$ cat src/rtl/sysclk_sw_pkg.sv
package sysclk_sw_pkg;
    localparam logic [1:0] ADDR_CTRL = 2'd0;
    localparam logic [1:0] ADDR_SLEW = 2'd1;
    localparam logic [1:0] ADDR_KEY  = 2'd2;

    localparam logic [31:0] KEY_FIRST  = 32'hAA99_6655;
    localparam logic [31:0] KEY_SECOND = 32'h5566_99AA;

    // control register field positions
    localparam int GO_BIT  = 0;
    localparam int REQ_LSB = 8;
    localparam int CUR_LSB = 12;
    localparam int CODE_W  = 3;

    // slew register field positions
    localparam int BUSY_BIT = 0;
    localparam int RUP_BIT  = 1;
    localparam int RDN_BIT  = 2;
    localparam int STEP_LSB = 8;
    localparam int TGT_LSB  = 20;

    typedef enum logic [1:0] {
        SW_IDLE  = 2'd0,
        SW_CHECK = 2'd1,
        SW_RUN   = 2'd2
    } sw_phase_t;
endpackage

$ cat src/rtl/sysclk_unlock.sv
// Key-sequence gate for protected register writes.
// Assumes: key A then key B, as consecutive writes to the key address,
// arm exactly one following write to the control or slew address.
module sysclk_unlock
    import sysclk_sw_pkg::*;
#(
    parameter logic [31:0] KEY_A = KEY_FIRST,
    parameter logic [31:0] KEY_B = KEY_SECOND
) (
    input  logic        clk,
    input  logic        rst_n,
    input  logic        wr_en,
    input  logic [1:0]  wr_addr,
    input  logic [31:0] wr_data,
    output logic        prot_ok
);
    logic half_key;
    logic open_q;
    logic prot_addr;

    assign prot_addr = (wr_addr == ADDR_CTRL) || (wr_addr == ADDR_SLEW);
    assign prot_ok   = wr_en && prot_addr && open_q;

    // track the key sequence and consume the unlock on a protected write
    always_ff @(posedge clk) begin
        if (!rst_n) begin
            half_key <= 1'b0;
            open_q   <= 1'b0;
        end else if (wr_en) begin
            half_key <= (wr_addr == ADDR_KEY) && (wr_data == KEY_A);
            if (wr_addr == ADDR_KEY) begin
                if (half_key && (wr_data == KEY_B))
                    open_q <= 1'b1;
            end else if (prot_addr) begin
                open_q <= 1'b0;
            end
        end
    end

    // the gate opens only right after a key B write that followed key A
    p_open_after_keys_r2: assert property (@(posedge clk) disable iff (!rst_n)
        $rose(open_q) |-> $past(wr_en && wr_addr == ADDR_KEY && wr_data == KEY_B));
endmodule

$ cat src/rtl/sysclk_src_switch.sv
// Source switch sequencer: checks the requested source's ready flag one
// cycle after a start request, then waits SW_LAT cycles before committing.
// Assumes: NSRC <= 8, source codes are 3 bits, codes >= NSRC are never ready.
module sysclk_src_switch
    import sysclk_sw_pkg::*;
#(
    parameter int NSRC   = 8,
    parameter int SW_LAT = 4
) (
    input  logic              clk,
    input  logic              rst_n,
    input  logic              ctrl_wr,
    input  logic [CODE_W-1:0] req_in,
    input  logic              go_in,
    input  logic [NSRC-1:0]   src_ready,
    output logic [CODE_W-1:0] cur_o,
    output logic [CODE_W-1:0] req_o,
    output logic              go_o,
    output logic [NSRC-1:0]   src_sel
);
    localparam int CNT_W = (SW_LAT > 1) ? $clog2(SW_LAT) : 1;

    sw_phase_t         phase;
    logic [CNT_W-1:0]  cnt;
    logic [CODE_W-1:0] cur_q;
    logic [CODE_W-1:0] req_q;
    logic              go_q;
    logic [7:0]        rdy_pad;

    // widen the ready vector so every 3-bit code indexes a defined bit
    always_comb begin
        rdy_pad = '0;
        rdy_pad[NSRC-1:0] = src_ready;
    end

    // switch sequence: accept request, check readiness, settle, commit
    always_ff @(posedge clk) begin
        if (!rst_n) begin
            phase <= SW_IDLE;
            cnt   <= '0;
            cur_q <= '0;
            req_q <= '0;
            go_q  <= 1'b0;
        end else begin
            case (phase)
                SW_IDLE: begin
                    if (ctrl_wr) begin
                        req_q <= req_in;
                        if (go_in) begin
                            go_q  <= 1'b1;
                            phase <= SW_CHECK;
                        end
                    end
                end
                SW_CHECK: begin
                    if (rdy_pad[req_q]) begin
                        cnt   <= '0;
                        phase <= SW_RUN;
                    end else begin
                        go_q  <= 1'b0;
                        phase <= SW_IDLE;
                    end
                end
                SW_RUN: begin
                    if (cnt == CNT_W'(SW_LAT - 1)) begin
                        cur_q <= req_q;
                        go_q  <= 1'b0;
                        phase <= SW_IDLE;
                    end else begin
                        cnt <= cnt + 1'b1;
                    end
                end
                default: phase <= SW_IDLE;
            endcase
        end
    end

    // one-hot decode of the committed source
    for (genvar g = 0; g < NSRC; g++) begin : g_sel
        assign src_sel[g] = (cur_q == CODE_W'(g));
    end

    assign cur_o = cur_q;
    assign req_o = req_q;
    assign go_o  = go_q;

    // the committed source moves only as a running switch ends
    p_cur_on_finish_r4: assert property (@(posedge clk) disable iff (!rst_n)
        !$stable(cur_q) |-> ($past(go_q) && !go_q));
    // the start bit rises only from a control write that asked for it
    p_go_from_write_r4: assert property (@(posedge clk) disable iff (!rst_n)
        $rose(go_q) |-> $past(ctrl_wr && go_in));
    // a failed readiness check drops the request without a source change
    p_reject_r5: assert property (@(posedge clk) disable iff (!rst_n)
        ($past(phase == SW_CHECK) && !$past(rdy_pad[req_q])) |-> (!go_q && $stable(cur_q)));
    // control writes during a pending switch leave the request alone
    p_busy_ignore_r6: assert property (@(posedge clk) disable iff (!rst_n)
        (go_q && ctrl_wr) |=> $stable(req_q));
endmodule

$ cat src/rtl/sysclk_slew_div.sv
// Post-divider with direction-dependent ramp and an enable-pulse generator.
// Assumes: the divide ratio is code+1; the step interval is step+1 cycles.
module sysclk_slew_div #(
    parameter int DIV_W  = 4,
    parameter int STEP_W = 3
) (
    input  logic              clk,
    input  logic              rst_n,
    input  logic              slew_wr,
    input  logic [DIV_W-1:0]  tgt_in,
    input  logic [STEP_W-1:0] step_in,
    input  logic              rup_in,
    input  logic              rdn_in,
    output logic [DIV_W-1:0]  eff_o,
    output logic [DIV_W-1:0]  tgt_o,
    output logic [STEP_W-1:0] step_o,
    output logic              rup_o,
    output logic              rdn_o,
    output logic              busy_o,
    output logic              clk_en_o
);
    logic [DIV_W-1:0]  eff_q;
    logic [DIV_W-1:0]  tgt_q;
    logic [STEP_W-1:0] step_q;
    logic [STEP_W-1:0] tick_q;
    logic              rup_q;
    logic              rdn_q;
    logic              rising;
    logic              dir_en;
    logic [DIV_W-1:0]  pdiv_q;

    assign rising = (tgt_q > eff_q);
    assign dir_en = rising ? rup_q : rdn_q;
    assign busy_o = (eff_q != tgt_q);

    // capture settings and walk or jump the effective code toward the target
    always_ff @(posedge clk) begin
        if (!rst_n) begin
            eff_q  <= '0;
            tgt_q  <= '0;
            step_q <= '0;
            tick_q <= '0;
            rup_q  <= 1'b0;
            rdn_q  <= 1'b0;
        end else if (slew_wr) begin
            tgt_q  <= tgt_in;
            step_q <= step_in;
            rup_q  <= rup_in;
            rdn_q  <= rdn_in;
            tick_q <= '0;
        end else if (eff_q != tgt_q) begin
            if (!dir_en) begin
                eff_q <= tgt_q;
            end else if (tick_q == step_q) begin
                eff_q  <= rising ? eff_q + 1'b1 : eff_q - 1'b1;
                tick_q <= '0;
            end else begin
                tick_q <= tick_q + 1'b1;
            end
        end
    end

    // divide-by-(code+1) enable pulse counter
    always_ff @(posedge clk) begin
        if (!rst_n)
            pdiv_q <= '0;
        else if (pdiv_q >= eff_q)
            pdiv_q <= '0;
        else
            pdiv_q <= pdiv_q + 1'b1;
    end

    assign clk_en_o = (pdiv_q >= eff_q);
    assign eff_o    = eff_q;
    assign tgt_o    = tgt_q;
    assign step_o   = step_q;
    assign rup_o    = rup_q;
    assign rdn_o    = rdn_q;

    // with the ramp enabled the code never moves by more than one
    p_step_one_r9: assert property (@(posedge clk) disable iff (!rst_n)
        (!$past(slew_wr) && $past(dir_en) && $past(eff_q != tgt_q)) |->
        (eff_q == $past(eff_q) || eff_q == $past(eff_q) + DIV_W'(1) ||
         eff_q == $past(eff_q) - DIV_W'(1)));
    // with the ramp disabled the code lands on the target in one edge
    p_jump_r10: assert property (@(posedge clk) disable iff (!rst_n)
        (!$past(slew_wr) && !$past(dir_en) && $past(eff_q != tgt_q)) |->
        (eff_q == $past(tgt_q)));
    // busy can only appear because a new target was written
    p_busy_rise_r11: assert property (@(posedge clk) disable iff (!rst_n)
        $rose(busy_o) |-> $past(slew_wr));
endmodule

$ cat src/rtl/sysclk_switch.sv
// System clock source switcher top: register decode, key gate, source
// sequencer and slewed post-divider.
// Assumes: single-cycle write strobe; reads are combinational.
module sysclk_switch
    import sysclk_sw_pkg::*;
#(
    parameter int NSRC   = 8,
    parameter int SW_LAT = 4,
    parameter int DIV_W  = 4,
    parameter int STEP_W = 3
) (
    input  logic              clk,
    input  logic              rst_n,
    input  logic              wr_en,
    input  logic [1:0]        wr_addr,
    input  logic [31:0]       wr_data,
    input  logic [1:0]        rd_addr,
    output logic [31:0]       rd_data,
    input  logic [NSRC-1:0]   src_ready,
    output logic [NSRC-1:0]   src_sel,
    output logic [DIV_W-1:0]  div_code,
    output logic              sys_clk_en
);
    logic              prot_ok;
    logic              ctrl_wr;
    logic              slew_wr;
    logic [CODE_W-1:0] cur_code;
    logic [CODE_W-1:0] req_code;
    logic              go_bit;
    logic [DIV_W-1:0]  tgt_code;
    logic [STEP_W-1:0] step_val;
    logic              rup_en;
    logic              rdn_en;
    logic              busy;

    assign ctrl_wr = prot_ok && (wr_addr == ADDR_CTRL);
    assign slew_wr = prot_ok && (wr_addr == ADDR_SLEW);

    sysclk_unlock u_unlock (
        .clk     (clk),
        .rst_n   (rst_n),
        .wr_en   (wr_en),
        .wr_addr (wr_addr),
        .wr_data (wr_data),
        .prot_ok (prot_ok)
    );

    sysclk_src_switch #(.NSRC(NSRC), .SW_LAT(SW_LAT)) u_switch (
        .clk       (clk),
        .rst_n     (rst_n),
        .ctrl_wr   (ctrl_wr),
        .req_in    (wr_data[REQ_LSB +: CODE_W]),
        .go_in     (wr_data[GO_BIT]),
        .src_ready (src_ready),
        .cur_o     (cur_code),
        .req_o     (req_code),
        .go_o      (go_bit),
        .src_sel   (src_sel)
    );

    sysclk_slew_div #(.DIV_W(DIV_W), .STEP_W(STEP_W)) u_slew (
        .clk      (clk),
        .rst_n    (rst_n),
        .slew_wr  (slew_wr),
        .tgt_in   (wr_data[TGT_LSB +: DIV_W]),
        .step_in  (wr_data[STEP_LSB +: STEP_W]),
        .rup_in   (wr_data[RUP_BIT]),
        .rdn_in   (wr_data[RDN_BIT]),
        .eff_o    (div_code),
        .tgt_o    (tgt_code),
        .step_o   (step_val),
        .rup_o    (rup_en),
        .rdn_o    (rdn_en),
        .busy_o   (busy),
        .clk_en_o (sys_clk_en)
    );

    // assemble the read word for the addressed register
    always_comb begin
        rd_data = '0;
        case (rd_addr)
            ADDR_CTRL: begin
                rd_data[GO_BIT]                = go_bit;
                rd_data[REQ_LSB +: CODE_W]     = req_code;
                rd_data[CUR_LSB +: CODE_W]     = cur_code;
            end
            ADDR_SLEW: begin
                rd_data[BUSY_BIT]              = busy;
                rd_data[RUP_BIT]               = rup_en;
                rd_data[RDN_BIT]               = rdn_en;
                rd_data[STEP_LSB +: STEP_W]    = step_val;
                rd_data[TGT_LSB +: DIV_W]      = tgt_code;
            end
            default: rd_data = '0;
        endcase
    end
endmodule

$ cat config.mk
export PLATFORM = sky130hd
export DESIGN_NAME = sysclk_switch
export DESIGN_NICKNAME = d
export VERILOG_FILES = /design/src/rtl/sysclk_sw_pkg.sv /design/src/rtl/sysclk_unlock.sv /design/src/rtl/sysclk_src_switch.sv /design/src/rtl/sysclk_slew_div.sv /design/src/rtl/sysclk_switch.sv
export SDC_FILE = /design/constraint.sdc
export NUM_CORES = 1
export LEC_CHECK = 0
export BUFFER_PORTS_ARGS = -buffer_cell sky130_fd_sc_hd__buf_2
export CORE_UTILIZATION = 44
export CTS_CLUSTER_SIZE = 16
export DETAILED_ROUTE_END_ITERATION = 10
export PLACE_DENSITY = 0.75
export SYNTH_ARGS = -nofsm -noshare
export SYNTH_HDL_FRONTEND = slang
export SYNTH_SLANG_ARGS = --single-unit
$ cat constraint.sdc
create_clock -name clk -period 2.5 [get_ports clk]
set_input_delay 0.25 -clock clk [delete_from_list [all_inputs] [get_ports clk]]
set_output_delay 0.25 -clock clk [all_outputs]
set_load 0.05 [all_outputs]
### Word level (Yosys, flattened, before mapping)

Cells that the tools add are included.

* register bits after elaboration: 33
* bits of input ports: 47
* logic and storage cells: 101
* output and inout bits: 45

* bitwise operators: 2
* equal/unequal tests: 25
* $lt $le $gt $ge: 3
* mux-type cells: 28
* reductions and logical operators: 24
* add/sub/neg operators: 5

Operators by type and width (count)
* $eq 32x31->1 const B: 1
* $eq 32x32->1 const B: 1
* $mux 4: 4
* $mux 2: 7
* $eq 3x3->1 const B: 4
* $ne 2x2->1 const B: 6
* $reduce_and 3->1: 4
* $mux 1: 9
* $add 4x1->4 const B: 2
* $eq 2x1->1 const B: 3
* $eq 2x2->1 const B: 3
* $eq 3x2->1 const B: 2
* $logic_and 1x1->1: 6
* $logic_not 2->1: 3
* $mux 3: 2
* $pmux 2 s3: 1
* $pmux 3 s2: 1
* $reduce_and 2->1: 3
* $reduce_and 5->1: 1
* $ge 4x4->1: 1
* $gt 4x4->1: 1
* $lt 3x4->1 const B: 1
* $ne 2x1->1 const B: 2
* $ne 4x4->1: 1
* other kinds (15): 18

### Logic depth before layout (Yosys ltp)

* word-level depth: 7
* mapped depth: 12
* depth with buffers taken out: 12

### By module

From an unflattened synthesis, not the netlist that was laid out.

* cells, all modules: 280
* area, all modules: 2489.9 um2

Modules (own cells, without submodules)
* sysclk_slew_div: seq. area each 400.4 um2, area an instance 1164.9 um2, cells each 124, times used 1
* sysclk_src_switch: seq. area each 220.2 um2, area an instance 705.7 um2, cells each 82, times used 1
* sysclk_unlock: seq. area each 40.0 um2, area an instance 316.6 um2, cells each 32, times used 1
* sysclk_switch: seq. area each 0.0 um2, area an instance 302.8 um2, cells each 42, times used 1

### Worst setup path after synthesis

No wires, ideal clock.

* path kind: reg2out
* start: register u_slew.eff_q[3], in the netlist u_slew.eff_o[3]
* end: output rd_data[0]
* cell stages (with the launch flop): 6
* arrival time: 2.800 ns
* buffers on the path: 1
* slack: -0.550 ns
* cell sequence: dfxtp_1 -> inv_1 -> ha_1 -> and4_2 -> clkbuf_1 -> a211oi_1

* word-level cells in the longest chain between the ends: 2

RTL lines
* from (decl): line sysclk_slew_div.sv:22 `logic [DIV_W-1:0] eff_q;`
* from (signal assigned): line sysclk_slew_div.sv:53 `eff_q <= tgt_q;`
* from (signal assigned): line sysclk_slew_div.sv:55 `eff_q <= rising ? eff_q + 1'b1 : eff_q - 1'b1;`
* $ne 4x4->1: line sysclk_slew_div.sv:34 `assign busy_o = (eff_q != tgt_q);`
* $pmux 1 s2: line sysclk_switch.sv:81 `case (rd_addr)`
* to (decl): line sysclk_switch.sv:18 `output logic [31:0] rd_data,`

Every way passes these cells.

### Worst setup path after layout

* start: register u_slew.eff_q[1], in the netlist u_slew.eff_o[1]
* end: register u_slew.tick_q[1]

* word-level cells in the longest chain between the ends: 3
* elaborated cells on any way between the ends: 4
* those cells by class: order compare: 1; eq/ne: 1; mux: 1; reduce/logical: 1

RTL lines
* $gt 4x4->1: line sysclk_slew_div.sv:32 `assign rising = (tgt_q > eff_q);`
* $mux 1: line sysclk_slew_div.sv:33 `assign dir_en = rising ? rup_q : rdn_q;`
* $reduce_and 2->1 (no line) (*)
* to (signal assigned): line sysclk_slew_div.sv:58 `tick_q <= tick_q + 1'b1;`
* to (decl): line sysclk_slew_div.sv:25 `logic [STEP_W-1:0] tick_q;`

Mark *: on every way between the ends. The rest lies on a longest branch, timed or not.
A chain may end at the register's enable or synchronous reset.

==> impl_metrics.py <==
metrics = {
    "clock_network": {
        "clockBufferDepth": 2,
        "cts_root_buffer": "clkbuf_8",
        "path_clk_slew_ps": 70,
        "cts_tree": "done",
        "cts_buffers": 5,
        "cts_setup_buffers": 0,
        "cts.sink_count": 33,
        "htreeDepth": 2,
        "insertion_delay_ps": 280,
    },
    "yosys": {
        "synth.avg_cell_area_sq_um": 8.27,
        "synth-seq-cells": 33,
        "synth_cell_types": 52,
        "ys.warnings.count": 0,
        "synth_ff_type": "dfxtp_1",
        "mappedNetlistArea_sq_mm": 0.00234,
        "synth_edf_count": 0,
        "async_flop_share_pct": 0,
        "seq_area_frac_synth_pct": 28.2,
        "yosysTopAreaCell": "dfxtp_1",
        "syn_inst": 283,
        "synth.area.top_cells": "dfxtp_1, ha_1, nand2_1",
        "yosys-top-cells-count": "nand2_1, dfxtp_1, a21oi_1",
        "synth.most_common_cell": "nand2_1",
        "synth_top_area_share_pct": 28.2,
    },
    "timing": {
        "slew_headroom_pct": 55.4,
        "worstMarginPinSlew_ps": 669,
        "hold_viol": 0,
        "setup-tns-final_ps": 0,
        "max_freq_mhz": 417,
        "finalWorstSetupSlack_ps": 99.4,
        "drv_slew": 0,
        "period_minus_slack_ps": 2400,
        "rsz0062_at_grt": "false",
        "setup_violations": 0,
        "fin_crit_sh_pct": 96.0,
        "skew_ps": 5.72,
        "timing.hold.ws_ps": 239,
    },
    "place": {
        "port_buffers": 72,
        "place_congestion": 0.811,
        "dp_cells": 420,
        "post-place-ws_ps": 57.7,
        "dpl_cell_area_sq_mm": 0.00274,
        "hpwl_um": 4330,
    },
    "layout": {
        "syn_to_final_growth_pct": 21.9,
        "stdcell_count": 427,
        "nets": 421,
        "layout-drive-gt1-share_pct": 29.7,
        "design_area_sq_mm": 0.00285,
        "diodes": 0,
        "fillers": 472,
    },
    "detailed_routing": {
        "wl_per_cell_um": 12.8,
        "top_layer": "met4",
        "drt-total-wl_um": 5460,
        "met3WireLength_um": 267,
        "ant_nets": 0,
        "m1WireLength_um": 2560,
        "drt-pass1-iter-count": 4,
        "drt_iter0_drc": 111,
        "vias": 2197,
        "wl_met2_um": 2530,
        "drc": 0,
        "post_drt_via_cell_ratio": 5.15,
    },
    "flow_run": {
        "cap_violations": 0,
    },
    "global_routing": {
        "gr-total-overflow": 0,
        "grt_max_degree": 22,
        "antenna_found_initial": 0,
        "grt_use_total_pct": 20.7,
        "grt_pass1_wl_um": 8790,
        "grt_pass1_vias": 1900,
    },
    "worst_setup_path": {
        "cp_max_fo": 11,
        "end_kind": "register",
        "cp-start-kind": "register",
        "crit_arrival_ps": 2610,
        "crit_type": "register to register",
        "cp.required_ps": 2710,
    },
    "floorplanning": {
        "core_sq_mm": 0.00511,
        "die_area_sq_mm": 0.00561,
        "die_x_um": 74.9,
        "pin_count": 92,
        "rows": 26,
        "die_y_um": 74.9,
        "start_util_pct": 45.8,
    },
    "run_status": {
        "status": "finished, final reports clean",
    },
    "power_and_ir_drop": {
        "power.leakage_nw": 1.26,
        "power_density_mw_per_mm2": 739,
        "ir_worst_vdd_mv": 0.331,
    },
    "worst_hold_path": {
        "min_path_type": "input port to register",
    },
}
==> registers in the layout (all words and copies together), names as in the netlist <==
name	cells
u_slew.rup_o	1
u_switch.cnt	2
u_switch.req_o	3
u_slew.eff_o	4
u_switch.phase	2
u_switch.cur_o	3
u_switch.go_o	1
u_slew.tick_q	3
u_unlock.half_key	1
u_unlock.open_q	1
u_slew.pdiv_q	4
u_slew.step_o	3
u_slew.tgt_o	4
u_slew.rdn_o	1
==> critical path: stages (launching register included) <==
cell and delay [ps]:
dfxtp_4 370, inv_2 50, ha_1 290, nor2b_2 170
o211ai_2 230, a21oi_4 80, buf_4 160, mux2i_1 130
buf_4 180, or4b_1 510, a21oi_1 160
==> placed cells by master, fill, tap and decap left out, types with 5 or more instances in the layout <==
cell type / instances
nand2_1: 40
inv_1: 9
o21ai_0: 7
buf_4: 7
nor3_1: 5
xor2_1: 5
conb_1: 19
mux2i_1: 7
nand3_1: 10
dfxtp_1: 29
ha_1: 14
nor2_1: 16
and2_1: 9
a21oi_1: 23
buf_2: 72
nand2b_1: 5
clkbuf_8: 6
nor4bb_1: 8
==> stage by stage <==
step	total power [W]	utilization, %
finish	0.00211	55.8
global route	0.00225	55.8
CTS	0.00209	55.3
detailed placement	0.00168	53.6
global placement	0.00165	53.6
floorplan	0.00145	-
==> final cells by class <==
type / instances / area [sq um] / area share [%]
Timing Repair Buffer: 79 / 413 / 14.5
Clock inverter: 1 / 6.26 / 0.219
Inverter: 11 / 41.3 / 1.45
Sequential cell: 33 / 673 / 23.6
Clock buffer: 6 / 82.6 / 2.90
Multi-Input combinational cell: 227 / 1550 / 54.3
Tap cell: 70 / 87.6 / 3.07
==> worst paths after layout <==
path	start	to	slack, ps	cells after the start
worst min-delay path	wr_data[2]	u_slew.rdn_o	240	3
worst min register to register	u_slew.pdiv_q[0]	u_slew.pdiv_q[0]	470	1
worst max-delay path	u_slew.eff_o[1]	u_slew.tick_q[1]	100	10
worst max register to register	u_slew.eff_o[1]	u_slew.tick_q[1]	100	10
==> report_power, final <==
| part | internal (W) | switching, W | total (W) | leakage (nW) |
|---|---|---|---|---|
| clock | 0.000218 | 0.000192 | 0.000410 | 0.0476 |
| combinational | 0.000407 | 0.000673 | 0.00108 | 0.947 |
| sequential | 0.000579 | 0.0000393 | 0.000618 | 0.269 |
==> per-layer routing <==
layer  global-route usage [%]  up-vias
li1                         -     1119
met1                     27.5      997
met2                     33.0       73
met3                     3.88        8
met4                     8.60        0
met5                        0        -
==> kinds of logic (layout without fill, tap and decap cells) <==
logic type / Yosys count / in the layout / synth area share [%]
AO/OA/AOI/OAI: 49 / 49 / 13.4
XOR/XNOR: 8 / 8 / 2.99
adder cells (fa/ha/maj): 17 / 17 / 9.41
buffers and inverters: 41 / 97 / 9.95
flip-flops: 33 / 33 / 28.2
multiplexers: 11 / 11 / 6.04
other: 1 / 19 / 0.160
AND/OR/NAND/NOR: 123 / 123 / 29.8
==> timing repair <==
action	CTS	global route
hold buffers	0	0
setup endpoints to repair	0	1
resized for setup	0	4
hold endpoints to repair	0	0
(Power assumes the default switching activity.)
